### config.mk
export PLATFORM = sky130hd
export DESIGN_NAME = regwrap_cmd_chan
export DESIGN_NICKNAME = d
export VERILOG_FILES = /design/src/rtl/regwrap_pkg.sv /design/src/rtl/regwrap_ctrl.sv /design/src/rtl/regwrap_datapath.sv /design/src/rtl/regwrap_cmd_chan.sv
export SDC_FILE = /design/constraint.sdc
export NUM_CORES = 1
export LEC_CHECK = 0
export BUFFER_PORTS_ARGS = -buffer_cell sky130_fd_sc_hd__buf_2
export CELL_PAD_IN_SITES_DETAIL_PLACEMENT = 0
export CELL_PAD_IN_SITES_GLOBAL_PLACEMENT = 2
export CORE_MARGIN = 10
export CORE_UTILIZATION = 22
export CTS_CLUSTER_DIAMETER = 100
export DETAILED_ROUTE_END_ITERATION = 10
export PLACE_DENSITY = 0.82
export SYNTH_ARGS = -nofsm -noshare
export SYNTH_HDL_FRONTEND = slang
export SYNTH_SLANG_ARGS = --single-unit
### constraint.sdc
create_clock -name clk -period 1.4 [get_ports clk]
set_input_delay 0.14 -clock clk [delete_from_list [all_inputs] [get_ports clk]]
set_output_delay 0.14 -clock clk [all_outputs]
set_load 0.02 [all_outputs]
### src/rtl/regwrap_pkg.sv
package regwrap_pkg;

  typedef enum logic [2:0] {
    ST_IDLE     = 3'd0,
    ST_REQ      = 3'd2,
    ST_WAITDATA = 3'd4,
    ST_WAITCLR  = 3'd6
  } chanState_t;

  typedef struct packed {
    logic loadCmd;
    logic captureRd;
    logic flagDrop;
  } ctrlStrobe_t;

endpackage

### src/rtl/regwrap_ctrl.sv
module regwrap_ctrl
  import regwrap_pkg::*;
(
  input  logic        clk,
  input  logic        rstN,
  input  logic        initDone,
  input  logic        cmdWrEn,
  input  logic        vldClr,
  input  logic        isWrite,
  input  logic        bkAck,
  input  logic        bkRespValid,
  output chanState_t  stateQ,
  output ctrlStrobe_t strobe,
  output logic        bkReq
);

  chanState_t stateD;

  always_comb begin
    stateD           = stateQ;
    strobe           = '0;
    strobe.flagDrop  = cmdWrEn && !((stateQ == ST_IDLE) && initDone);
    case (stateQ)
      ST_IDLE: begin
        if (cmdWrEn && initDone) begin
          stateD         = ST_REQ;
          strobe.loadCmd = 1'b1;
        end
      end
      ST_REQ: begin
        if (bkAck) stateD = isWrite ? ST_IDLE : ST_WAITDATA;
      end
      ST_WAITDATA: begin
        if (bkRespValid) begin
          stateD           = ST_WAITCLR;
          strobe.captureRd = 1'b1;
        end
      end
      ST_WAITCLR: begin
        if (vldClr) stateD = ST_IDLE;
      end
      default: stateD = ST_IDLE;
    endcase
  end

  always_ff @(posedge clk) begin
    if (!rstN) stateQ <= ST_IDLE;
    else       stateQ <= stateD;
  end

  assign bkReq = (stateQ == ST_REQ);

  assert_req_hold_R3: assert property (@(posedge clk) disable iff (!rstN)
    (stateQ == ST_REQ && !bkAck) |=> (stateQ == ST_REQ));

  assert_write_done_R4: assert property (@(posedge clk) disable iff (!rstN)
    (stateQ == ST_REQ && bkAck && isWrite) |=> (stateQ == ST_IDLE));

  assert_read_wait_R5: assert property (@(posedge clk) disable iff (!rstN)
    (stateQ == ST_REQ && bkAck && !isWrite) |=> (stateQ == ST_WAITDATA && !bkReq));

  assert_clr_park_R7: assert property (@(posedge clk) disable iff (!rstN)
    (stateQ == ST_WAITCLR && !vldClr) |=> (stateQ == ST_WAITCLR));

  assert_clr_ignored_R8: assert property (@(posedge clk) disable iff (!rstN)
    (stateQ == ST_WAITDATA && vldClr && !bkRespValid) |=> (stateQ == ST_WAITDATA));

  assert_drop_uninit_R9: assert property (@(posedge clk) disable iff (!rstN)
    (stateQ == ST_IDLE && cmdWrEn && !initDone) |=> (stateQ == ST_IDLE));

endmodule

### src/rtl/regwrap_datapath.sv
module regwrap_datapath
  import regwrap_pkg::*;
#(
  parameter int ADDR_W = 15,
  parameter int DATA_W = 16,
  localparam int CMD_W = 1 + ADDR_W + DATA_W
) (
  input  logic              clk,
  input  logic              rstN,
  input  ctrlStrobe_t       strobe,
  input  chanState_t        stateQ,
  input  logic [CMD_W-1:0]  cmdWord,
  input  logic [DATA_W-1:0] bkRespData,
  output logic              cmdWriteQ,
  output logic [ADDR_W-1:0] cmdAddrQ,
  output logic [DATA_W-1:0] cmdDataQ,
  output logic [DATA_W-1:0] rdDataQ,
  output logic              errQ
);

  always_ff @(posedge clk) begin
    if (!rstN) begin
      cmdWriteQ <= 1'b0;
      cmdAddrQ  <= '0;
      cmdDataQ  <= '0;
    end else if (strobe.loadCmd) begin
      cmdWriteQ <= cmdWord[CMD_W-1];
      cmdAddrQ  <= cmdWord[CMD_W-2:DATA_W];
      cmdDataQ  <= cmdWord[DATA_W-1:0];
    end
  end

  always_ff @(posedge clk) begin
    if (!rstN)                 rdDataQ <= '0;
    else if (strobe.captureRd) rdDataQ <= bkRespData;
  end

  always_ff @(posedge clk) begin
    if (!rstN)                errQ <= 1'b0;
    else if (strobe.flagDrop) errQ <= 1'b1;
  end

  assert_req_fields_R3: assert property (@(posedge clk) disable iff (!rstN)
    (stateQ == ST_REQ) |=> ($stable(cmdAddrQ) && $stable(cmdDataQ) && $stable(cmdWriteQ)));

  assert_rd_stable_R7: assert property (@(posedge clk) disable iff (!rstN)
    (stateQ == ST_WAITCLR) |=> $stable(rdDataQ));

  assert_err_sticky_R9: assert property (@(posedge clk) disable iff (!rstN)
    errQ |=> errQ);

endmodule

### src/rtl/regwrap_cmd_chan.sv
module regwrap_cmd_chan
  import regwrap_pkg::*;
#(
  parameter int ADDR_W = 15,
  parameter int DATA_W = 16,
  localparam int CMD_W    = 1 + ADDR_W + DATA_W,
  localparam int STATE_LO = DATA_W,
  localparam int ERR_BIT  = DATA_W + 4,
  localparam int INIT_BIT = DATA_W + 5,
  localparam int STAT_W   = 32
) (
  input  logic              clk,
  input  logic              rstN,
  input  logic              initDone,
  input  logic              cmdWrEn,
  input  logic [CMD_W-1:0]  cmdWord,
  input  logic              vldClrWrEn,
  input  logic              vldClrBit,
  output logic [STAT_W-1:0] statusWord,
  output logic              bkReq,
  output logic              bkWrite,
  output logic [ADDR_W-1:0] bkAddr,
  output logic [DATA_W-1:0] bkWdata,
  input  logic              bkAck,
  input  logic              bkRespValid,
  input  logic [DATA_W-1:0] bkRespData
);

  chanState_t  stateQ;
  ctrlStrobe_t strobe;
  logic [DATA_W-1:0] rdDataQ;
  logic errQ;
  logic vldClr;

  assign vldClr = vldClrWrEn && vldClrBit;

  regwrap_ctrl u_ctrl (
    .clk(clk), .rstN(rstN), .initDone(initDone), .cmdWrEn(cmdWrEn),
    .vldClr(vldClr), .isWrite(bkWrite), .bkAck(bkAck),
    .bkRespValid(bkRespValid), .stateQ(stateQ), .strobe(strobe), .bkReq(bkReq)
  );

  regwrap_datapath #(.ADDR_W(ADDR_W), .DATA_W(DATA_W)) u_dp (
    .clk(clk), .rstN(rstN), .strobe(strobe), .stateQ(stateQ),
    .cmdWord(cmdWord), .bkRespData(bkRespData), .cmdWriteQ(bkWrite),
    .cmdAddrQ(bkAddr), .cmdDataQ(bkWdata), .rdDataQ(rdDataQ), .errQ(errQ)
  );

  always_comb begin
    statusWord                          = '0;
    statusWord[DATA_W-1:0]              = rdDataQ;
    statusWord[STATE_LO+2:STATE_LO]     = stateQ;
    statusWord[ERR_BIT]                 = errQ;
    statusWord[INIT_BIT]                = initDone;
  end

  assert_req_out_R2: assert property (@(posedge clk) disable iff (!rstN)
    (statusWord[STATE_LO+2:STATE_LO] == 3'd0 && cmdWrEn && initDone) |=> bkReq);

  assert_init_mirror_R10: assert property (@(posedge clk) disable iff (!rstN)
    statusWord[INIT_BIT] == initDone);

endmodule

==> results.toml <==
[clocking]
postCtsSetupBuffers = 0
clock_path_buffers = 2
cts_root_buf = "clkbuf_8"
cts-hold-fix-buffers = 0
clock-sinks = 51
ctsResizeCount = 0
h-tree-depth = 2
numCtsBuffers = 5
insertion_delay_ns = 0.30
clk_pin_slew_ns = 0.09
cts_tree = "yes"

[floorplanning]
start_util_pct = 22.4
rows = 35
die_x_um = 116
die_y_um = 116
die_area_um2 = 13500
io_pins = 121
core_area_um2 = 9110

[timing]
post-route-period-util_pct = 90.6
max_freq_mhz = 788
rsz0062_at_grt = "no"
layout_min_cycle_time_ns = 1.27
report.final.slew_viol_count = 0
skew_ns = 0.0105
fin_hold_ws_ns = 0.0524
fin_setup_tns_ns = 0
layout_setup_ws_ns = 0.132
hold_viol_final = 0
setup_viol = 0

[placed_design]
place_congestion = 0.675
place_ws_ns = 0.196
place_area_um2 = 2630
dp_hpwl_um = 4670
place.port_buffers = 108
post-place-cells = 452

[logic_synthesis]
syn_inst = 248
synth_compound_area_share_pct = 15.7
synth.avg_cell_area_um2 = 8.22
yosysSeqAreaShare_pct = 50.1
synth-main-ff-cell = "dfxtp_1"
ys_ff_latch = 51
yosys-top-cells-area = "dfxtp_1 (50%), nand2_1 (12%), o21ai_0 (8.3%)"
yosys.area.top_type_share_pct = 50.1
synthMuxAreaShare_pct = 0
synthAdderAreaFrac_pct = 0
synth-edff-count = 0
synth.largest_area_cell = "dfxtp_1"
synth_commonest_cells = "nand2_1 (65), dfxtp_1 (51), o21ai_0 (34)"
async_reset_ff_share_pct = 0
synth_top_family_by_area = "simple AND/OR/NAND/NOR gates"
yosys_warnings = 0
yosysMostFrequentCell = "nand2_1"
synth-xor-area-share_pct = 0
synthesis.area_um2 = 2040
yosys.area_share.simple_pct = 23.2
yosysUniqueCellTypes = 23

[flow_run]
maxCapViolCount = 0

[setup_path]
endpoint = "bkReq"
crit_arrival_ns = 1.13
crit_start = "u_ctrl.stateQ[1]$_SDFFE_PN0P_"
reg2reg_depth = 4
cp.depth = 3
slowest_stage = "dfxtp_1"
cp_max_fo = 8
criticalPathCategory = "reg -> out"
path_cells = "buf_4 -> nor2b_1 -> buf_2"
worst_r2r_startpoint = "u_ctrl.stateQ[1]$_SDFFE_PN0P_"
r2r_end = "u_dp.cmdDataQ[8]$_SDFFE_PN0P_"
startpoint_type = "register"
cp_num_buf_inv = 2
max_stage_delay_ns = 0.33
path_delay_family = "buffers and inverters"
rrSetupSlack_ns = 0.20
end_kind = "output pin"
cp.required_ns = 1.26

[grt]
grt_pass1_wl_um = 9400
grt_pass1_vias = 1882
antenna_found_initial = 2
grt_max_degree = 84
grt_usage_pct = 8.72
grt_overflow = 0

[route]
vias = 1914
first_pass_iters = 4
drc = 0
drt_iter0_markers = 89
wl_per_cell_um = 13.2
wl_um = 6110
vias_per_cell = 4.14
detail-route-antenna-nets = 0

[pwr]
irDropWorstVdd_v = 0.000421
total_power_mw = 2.84
p_leak_nw = 1.23
p_per_area_nw_per_um2 = 1050

[min_path]
hold_path_class = "in -> reg"
hold_depth = 3

[status]
status = "finished, final reports clean"

[layout]
final_cell_area_um2 = 2710
drive_above_1_share_pct = 35.2
area_growth_pct = 33.1
finalNonFillerCells = 462
nets = 404
finish.utilization_pct = 29.8
final.fill_count = 1003
[flip-flops by register name, summed over array words and instances (netlist names)]
| register | flops |
|---|---|
| u_dp.cmdAddrQ | 15 |
| u_ctrl.stateQ | 2 |
| u_dp.cmdDataQ | 16 |
| u_dp.errQ | 1 |
| u_dp.cmdWriteQ | 1 |
| u_dp.rdDataQ | 16 |
[logic make-up (layout without fill, tap and decap cells)]
logic type | count (synthesis) | after routing
other | 1 | 14
DFF | 51 | 51
and+or+nand+nor | 107 | 107
AOI/OAI and AO/OA | 54 | 54
buffers and inverters | 35 | 125
[power by group]
part	total (mW)	switching (mW)	internal (mW)
registers	1.55	0.0310	1.52
logic	0.470	0.294	0.176
clock network	0.822	0.470	0.352
total	2.84	0.795	2.05
[layout make-up]
class                           instances  area, um^2  share of cell area [%]
Sequential cell                        51        1020                    37.6
Multi-Input combinational cell        173         837                    30.9
Timing Repair Buffer                  116         626                    23.1
Tap cell                              111         139                    5.12
Clock buffer                            7        76.3                    2.81
Clock inverter                          1        5.00                   0.185
Antenna cell                            2        5.00                   0.185
Inverter                                1        3.75                   0.138
[per-layer routing]
layer	wire (um)	track usage, %
met4	17	2.00
met2	2880	13.6
met1	2560	10.3
met5	0	0
met3	645	4.83
[worst register-to-register path, delay by kind of cell, from the launching register on]
| family | cells | cell delay [ns] |
|---|---|---|
| and+or+nand+nor | 2 | 0.45 |
| DFF | 1 | 0.32 |
| buffers and inverters | 1 | 0.26 |
| AOI/OAI and AO/OA | 1 | 0.10 |
[layout by cell type (no fill, tap or decap), drive strengths merged, types with 2 or more instances in the layout]
master	n
buf	116
nand2	65
dfxtp	51
o21ai	34
nand3	33
a21boi	17
conb	12
clkbuf	7
nor2b	3
diode	2
and3	2
[how the worst min path moves through the flow]
stage | startpoint | end | slack, ns
after floorplan | cmdWord[16] | u_dp.cmdAddrQ[0]$_SDFFE_PN0P_ | 0.27
after global placement | cmdWord[22] | u_dp.cmdAddrQ[6]$_SDFFE_PN0P_ | 0.35
after detailed placement | cmdWord[29] | u_dp.cmdAddrQ[13]$_SDFFE_PN0P_ | 0.36
after CTS | cmdWord[29] | u_dp.cmdAddrQ[13]$_SDFFE_PN0P_ | 0.04
after global routing | cmdWord[7] | u_dp.cmdDataQ[7]$_SDFFE_PN0P_ | 0.04
final | cmdWord[30] | u_dp.cmdAddrQ[14]$_SDFFE_PN0P_ | 0.05
No activity file was read; power rests on OpenSTA's default activity.
